## src/rtl/prio_irq_pkg.sv

```systemverilog
package prio_irq_pkg;
  localparam int PRIO_W = 4;

  typedef struct packed {
    logic              swreq;
    logic              inv;
    logic              dest;
    logic [PRIO_W-1:0] prio;
  } src_cfg_t;

  localparam int CFG_W = $bits(src_cfg_t);

  // Whether a pending source competes for destination dest_id.
  function automatic logic qualifies(input logic pend, input logic dest,
                                     input logic dest_id,
                                     input logic [PRIO_W-1:0] prio,
                                     input logic [PRIO_W-1:0] thr);
    return pend && (dest == dest_id) && (prio > thr);
  endfunction

  // Vector word: bit 31 valid, 11:8 priority, 7:0 index.
  function automatic logic [31:0] pack_vec(input logic valid,
                                           input logic [PRIO_W-1:0] prio,
                                           input logic [7:0] idx);
    return {valid, 19'd0, prio, idx};
  endfunction
endpackage

```

## src/rtl/irq_src_bank.sv

```systemverilog
module irq_src_bank
  import prio_irq_pkg::*;
#(
  parameter int NUM_SRC = 56,
  localparam int IDX_W = $clog2(NUM_SRC)
) (
  input  logic               clk,
  input  logic               rst_n,
  input  logic [NUM_SRC-1:0] irq_line,
  input  logic               wr_en,
  input  logic [IDX_W-1:0]   wr_idx,
  input  src_cfg_t           wr_cfg,
  output src_cfg_t           cfg_q [NUM_SRC],
  output logic [NUM_SRC-1:0] raw_pend
);
  for (genvar i = 0; i < NUM_SRC; i++) begin : g_src
    localparam logic [IDX_W-1:0] MY_IDX = IDX_W'(i);

    always_ff @(posedge clk) begin
      if (!rst_n)
        cfg_q[i] <= '0;
      else if (wr_en && (wr_idx == MY_IDX))
        cfg_q[i] <= wr_cfg;
    end

    // Polarity-corrected level, ORed with the software request.
    assign raw_pend[i] = (irq_line[i] ^ cfg_q[i].inv) | cfg_q[i].swreq;
  end
endmodule

```

## src/rtl/irq_dest_arb.sv

```systemverilog
module irq_dest_arb
  import prio_irq_pkg::*;
#(
  parameter int   NUM_SRC = 56,
  parameter logic DEST_ID = 1'b0,
  localparam int  IDX_W = $clog2(NUM_SRC)
) (
  input  logic               clk,
  input  logic               rst_n,
  input  logic [NUM_SRC-1:0] raw_pend,
  input  src_cfg_t           cfg [NUM_SRC],
  input  logic [PRIO_W-1:0]  thr,
  output logic [NUM_SRC-1:0] elig,
  output logic               req_q,
  output logic [IDX_W-1:0]   src_q,
  output logic [PRIO_W-1:0]  prio_q
);
  logic               best_v;
  logic [PRIO_W-1:0]  best_p;
  logic [IDX_W-1:0]   best_i;
  logic [NUM_SRC-1:0] elig_q;

  // Strict '>' keeps the first (lowest) index on a priority tie.
  always_comb begin
    best_v = 1'b0;
    best_p = '0;
    best_i = '0;
    for (int i = 0; i < NUM_SRC; i++) begin
      elig[i] = qualifies(raw_pend[i], cfg[i].dest, DEST_ID, cfg[i].prio, thr);
      if (elig[i] && (cfg[i].prio > best_p)) begin
        best_v = 1'b1;
        best_p = cfg[i].prio;
        best_i = IDX_W'(i);
      end
    end
  end

  always_ff @(posedge clk) begin
    if (!rst_n) begin
      req_q  <= 1'b0;
      src_q  <= '0;
      prio_q <= '0;
      elig_q <= '0;
    end else begin
      req_q  <= best_v;
      src_q  <= best_i;
      prio_q <= best_p;
      elig_q <= elig;
    end
  end

  // the reported winner was eligible when it was chosen.
  a_r6_winner_eligible: assert property (@(posedge clk) disable iff (!rst_n)
    req_q |-> elig_q[src_q]);

  // a priority-0 source never wins.
  a_r3_prio_nonzero: assert property (@(posedge clk) disable iff (!rst_n)
    req_q |-> (prio_q != '0));

  // the winner was strictly above the threshold one cycle earlier.
  a_r5_above_threshold: assert property (@(posedge clk) disable iff (!rst_n)
    req_q |-> (prio_q > $past(thr)));

  // with no request, the vector is zero.
  a_r9_idle_vector_zero: assert property (@(posedge clk) disable iff (!rst_n)
    !req_q |-> (src_q == '0 && prio_q == '0));
endmodule

```

## src/rtl/prio_irq_router.sv

```systemverilog
module prio_irq_router
  import prio_irq_pkg::*;
#(
  parameter int NUM_SRC = 56,
  parameter int ADDR_W  = 7,
  parameter int DATA_W  = 32,
  localparam int IDX_W  = $clog2(NUM_SRC)
) (
  input  logic               clk,
  input  logic               rst_n,
  input  logic [NUM_SRC-1:0] irq_line,
  input  logic               bus_sel,
  input  logic               bus_wr,
  input  logic [ADDR_W-1:0]  bus_addr,
  input  logic [DATA_W-1:0]  bus_wdata,
  output logic [DATA_W-1:0]  bus_rdata,
  output logic               fast_req,
  output logic [IDX_W-1:0]   fast_src,
  output logic               std_req,
  output logic [IDX_W-1:0]   std_src
);
  localparam int NUM_DEST = 2;
  localparam int STAT_W   = 64;
  localparam logic [ADDR_W-1:0] A_THR    = ADDR_W'(7'h40);
  localparam logic [ADDR_W-1:0] A_RAW    = ADDR_W'(7'h42);
  localparam logic [ADDR_W-1:0] A_VEC    = ADDR_W'(7'h44);
  localparam logic [ADDR_W-1:0] A_MASKED = ADDR_W'(7'h46);

  src_cfg_t           cfg_q [NUM_SRC];
  logic [NUM_SRC-1:0] raw_pend;
  logic [PRIO_W-1:0]  thr_q [NUM_DEST];
  logic [NUM_SRC-1:0] elig     [NUM_DEST];
  logic               d_req    [NUM_DEST];
  logic [IDX_W-1:0]   d_src    [NUM_DEST];
  logic [PRIO_W-1:0]  d_prio   [NUM_DEST];

  logic wr_cycle, rd_cycle, cfg_wr;
  assign wr_cycle = bus_sel &&  bus_wr;
  assign rd_cycle = bus_sel && !bus_wr;
  assign cfg_wr   = wr_cycle && (32'(bus_addr) < NUM_SRC);

  irq_src_bank #(.NUM_SRC(NUM_SRC)) u_bank (
    .clk      (clk),
    .rst_n    (rst_n),
    .irq_line (irq_line),
    .wr_en    (cfg_wr),
    .wr_idx   (bus_addr[IDX_W-1:0]),
    .wr_cfg   (src_cfg_t'(bus_wdata[CFG_W-1:0])),
    .cfg_q    (cfg_q),
    .raw_pend (raw_pend)
  );

  for (genvar t = 0; t < NUM_DEST; t++) begin : g_dest
    always_ff @(posedge clk) begin
      if (!rst_n)
        thr_q[t] <= '0;
      else if (wr_cycle && (bus_addr == A_THR + ADDR_W'(t)))
        thr_q[t] <= bus_wdata[PRIO_W-1:0];
    end

    irq_dest_arb #(.NUM_SRC(NUM_SRC), .DEST_ID(t[0])) u_arb (
      .clk      (clk),
      .rst_n    (rst_n),
      .raw_pend (raw_pend),
      .cfg      (cfg_q),
      .thr      (thr_q[t]),
      .elig     (elig[t]),
      .req_q    (d_req[t]),
      .src_q    (d_src[t]),
      .prio_q   (d_prio[t])
    );
  end

  assign fast_req = d_req[0];
  assign fast_src = d_src[0];
  assign std_req  = d_req[1];
  assign std_src  = d_src[1];

  logic [STAT_W-1:0] raw_pad, masked_pad;
  assign raw_pad    = STAT_W'(raw_pend);
  assign masked_pad = STAT_W'(elig[0] | elig[1]);

  always_ff @(posedge clk) begin
    if (!rst_n) begin
      bus_rdata <= '0;
    end else if (rd_cycle) begin
      if (32'(bus_addr) < NUM_SRC)
        bus_rdata <= DATA_W'(cfg_q[bus_addr[IDX_W-1:0]]);
      else begin
        case (bus_addr)
          A_THR:          bus_rdata <= DATA_W'(thr_q[0]);
          A_THR + 7'd1:   bus_rdata <= DATA_W'(thr_q[1]);
          A_RAW:          bus_rdata <= raw_pad[31:0];
          A_RAW + 7'd1:   bus_rdata <= raw_pad[63:32];
          A_VEC:          bus_rdata <= pack_vec(d_req[0], d_prio[0], 8'(d_src[0]));
          A_VEC + 7'd1:   bus_rdata <= pack_vec(d_req[1], d_prio[1], 8'(d_src[1]));
          A_MASKED:       bus_rdata <= masked_pad[31:0];
          A_MASKED + 7'd1: bus_rdata <= masked_pad[63:32];
          default:        bus_rdata <= '0;
        endcase
      end
    end
  end

  // a source routed to one destination is never eligible for the other.
  for (genvar s = 0; s < NUM_SRC; s++) begin : g_route_chk
    a_r4_single_dest: assert property (@(posedge clk) disable iff (!rst_n)
      !(elig[0][s] && elig[1][s]));
  end
endmodule

```

## config.mk

```make
export PLATFORM = sky130hd
export DESIGN_NAME = prio_irq_router
export DESIGN_NICKNAME = d
export VERILOG_FILES = /design/src/rtl/prio_irq_pkg.sv /design/src/rtl/irq_src_bank.sv /design/src/rtl/irq_dest_arb.sv /design/src/rtl/prio_irq_router.sv
export SDC_FILE = /design/constraint.sdc
export NUM_CORES = 2
export LEC_CHECK = 0
export BUFFER_PORTS_ARGS = -buffer_cell sky130_fd_sc_hd__buf_2
export CAP_MARGIN = 20
export CORE_MARGIN = 1
export CORE_UTILIZATION = 45
export CTS_CLUSTER_SIZE = 12
export DETAILED_ROUTE_END_ITERATION = 10
export HOLD_SLACK_MARGIN = 0.08
export SLEW_MARGIN = 40
export SYNTH_ARGS = -nofsm -noshare
export SYNTH_HDL_FRONTEND = slang
export SYNTH_HIERARCHICAL = 1
export SYNTH_SLANG_ARGS = --single-unit
```

## constraint.sdc

```tcl
create_clock -name clk -period 269.8 [get_ports clk]
set_clock_uncertainty 0.1 [all_clocks]
set_input_delay 13.49 -clock clk [delete_from_list [all_inputs] [get_ports clk]]
set_output_delay 13.49 -clock clk [all_outputs]
set_load 0.01 [all_outputs]
```

==> impl_metrics.ini <==
[yosys]
synth-async-reset-ratio_pct = 0
syn_avg_cell_area_sq_um = 8.16
synth_cell_types = 149
ys_seq_area_share_pct = 16.2
synth_ff_type = dfxtp_1
ys_ff_latch = 454
synth_nets = 7815
syn_inst = 6924
netlist_area_sq_um = 56500
yosysWarnings = 6
synth-edff-count = 8

[final_layout]
area.growth.synth_to_final_pct = 6.79
design_area_sq_um = 60300
nNetsFinal = 7826
drive_gt1_share_pct = 10.8
fin_cells = 8599
final_cell_mix = ha_1 (792), nand2_1 (774), inv_1 (508)
fin_util_pct = 48.6
final_common_cell = ha_1

[pwr]
switching_share_pct = 30.1
switchingPower_uw = 48.0
p_per_area_nw_per_um2 = 2.64
seq_power_share_pct = 42.7
leakage_nw = 25.8
ir_drop_v = 0.00000457
p_comb_share_pct = 16.2
p_int_uw = 111
clkPwrFrac_pct = 41.0

[setup_path]
start_kind = input pin
critical_path.max_stage_delay_ps = 670
end_kind = register
cpMostUsedCell = ha_1
required_ps = 270200
r2r_cells = 444
regToRegStartpoint = thr_q[0][2]$_SDFFCE_PN0P_
worstSetupEndpoint = g_dest[0].u_arb/src_q[4]$_SDFF_PN0_
timing.rr.end = g_dest[0].u_arb/src_q[4]$_SDFF_PN0_
worstPathMaxFanout = 15
r2r_slack_ps = 168640
path_class = input pin to register
crit_arrival_ps = 113470
critPathLaunch = irq_line[0]
cpMaxStageDelayCell = a311oi_2

[clock_tree]
cts.sinks = 454
clk_latency_ps = 630
htreeDepth = 2
cts_setup_buffers = 0
cts_tree = yes
cts_root_buf = clkbuf_16
cts_buffer_depth = 3
numCtsBuffers = 48
path_clk_slew_ps = 60
holdBufCountCts = 0
cts.repair.resized = 0

[placement]
placed_area_sq_um = 58800
place_hpwl_um = 167000
gp_congestion = 1.00
io_buffers = 119
placedCellCount = 8520

[sta]
rsz0062_at_grt = false
min_period_ps = 113070
setup_viol = 0
slew_viol_final = 0
fmax_mhz = 8.84
hold_viol_final = 0
fin_crit_sh_pct = 41.9
tns_ps = 0
tightest_slew_ps = 944
relSlewSlack_pct = 36.8

[hold_path]
worstHoldPathType = register to register

[drt]
drtPass1Iterations = 11
first_iter_violations = 5650
drc = 14
num_vias = 54977
finalWirelength_um = 217000
final_antenna_net_count = 0
wl_per_cell_um = 25.2
via_per_inst = 6.39

[global_routing]
grt_max_degree = 105
globalRouteOverflowTotal = 0
antenna_found_initial = 16
grt_pass1_wl_um = 321000
grt_use_total_pct = 32.9
grt_pass1_vias = 50650

[die]
initial_core_util_pct = 45.5
die_w_um = 356
die_y_um = 356
ioPinCount = 145
rows = 129
core_area_sq_um = 124000
die-area_sq_um = 127000

[status]
status = finished with violations
violations = design-rule violations

[run]
max_cap_violations = 0
how the worst min path moves through the flow:
stage,slack (ps),end,from,cells after the start
finish,370,u_bank/cfg_q[118]$_SDFFE_PN0P_,u_bank/cfg_q[118]$_SDFFE_PN0P_,2
global route,390,u_bank/cfg_q[83]$_SDFFE_PN0P_,u_bank/cfg_q[83]$_SDFFE_PN0P_,2
CTS,370,u_bank/cfg_q[377]$_SDFFE_PN0P_,u_bank/cfg_q[377]$_SDFFE_PN0P_,2
detailed placement,360,u_bank/cfg_q[83]$_SDFFE_PN0P_,u_bank/cfg_q[83]$_SDFFE_PN0P_,2
global placement,350,u_bank/cfg_q[300]$_SDFFE_PN0P_,u_bank/cfg_q[300]$_SDFFE_PN0P_,2
floorplan,340,u_bank/cfg_q[181]$_SDFFE_PN0P_,u_bank/cfg_q[181]$_SDFFE_PN0P_,2
cells in the mapped netlist, types with 136 or more instances:
| library cell | count | area, sq um |
|---|---|---|
| dfxtp_1 | 446 | 8930 |
| ha_1 | 792 | 9910 |
| nor2_1 | 382 | 1430 |
| nand3_1 | 193 | 966 |
| nand2_1 | 781 | 2930 |
| clkbuf_1 | 146 | 548 |
| a21oi_1 | 343 | 1720 |
| nor2b_1 | 156 | 976 |
| mux2i_1 | 498 | 4980 |
| inv_1 | 515 | 1930 |
| mux2_2 | 136 | 1530 |
| o21ai_0 | 303 | 1520 |
| nand2b_1 | 153 | 957 |
| nand4_1 | 155 | 970 |
registers in the layout (all words and copies together) (netlist names):
name	count
bus_rdata	32
g_dest.u_arb/prio_q	8
g_dest.u_arb/req_q	2
g_dest.u_arb/src_q	12
thr_q	8
u_bank/cfg_q	392
per-layer routing:
layer / GRT usage [%] / up-vias / share of wire (%)
li1: - / 25796 / -
met1: 45.6 / 26567 / 44
met2: 50.3 / 2210 / 43
met3: 5.72 / 390 / 8.6
met4: 12.7 / 14 / 4.4
met5: 0 / - / 0.036
power groups by stage:
stage | Combinational (mW) | Sequential [mW] | Clock [mW]
2_1_floorplan | 0.0158 | 0.0695 | 0
3_3_place_gp | 0.0244 | 0.0696 | 0
3_5_place_dp | 0.0250 | 0.0696 | 0
4_1_cts | 0.0251 | 0.0681 | 0.0657
5_1_grt | 0.0275 | 0.0681 | 0.0682
6_report | 0.0259 | 0.0681 | 0.0654
worst max-delay path, delay by kind of cell:
family                     cells  cell delay [ps]
and+or+nand+nor              117            20250
buffers and inverters         28             2370
adders and majority gates     62            18530
AOI/OAI and AO/OA            204            46840
xor gates and xnor gates       1              130
muxes                         32            11710
area by class of cell:
| type | instances | area (sq um) |
|---|---|---|
| antenna | 2 | 5.00 |
| clock buffer | 62 | 1320 |
| clock inverter | 13 | 131 |
| fill | 12084 | 63800 |
| inverter | 520 | 1960 |
| multi-input combinational | 5727 | 44500 |
| sequential | 454 | 9180 |
| tap | 1637 | 2050 |
| timing repair buffer | 184 | 1210 |
through the flow:
| step | total power, mW | hold slack (ps) | worst slack [ps] |
|---|---|---|---|
| 2_1_floorplan | 0.0853 | 339 | 171610 |
| 3_5_place_dp | 0.0946 | 361 | 157170 |
| 4_1_cts | 0.159 | 370 | 157480 |
| 6_report | 0.159 | 372 | 156730 |
| 5_1_grt | 0.164 | 387 | 149300 |
| 3_3_place_gp | 0.0940 | 349 | 158280 |
logic make-up after synthesis:
family	count (synthesis)	synth area share (%)
and+or+nand+nor	2358	21.3
AOI/OAI and AO/OA	1694	21.5
adders and majority gates	812	17.9
muxes	754	16.1
buffers and inverters	743	5.27
DFF	454	16.2
xor gates and xnor gates	109	1.69
(Power assumes the default switching activity.)
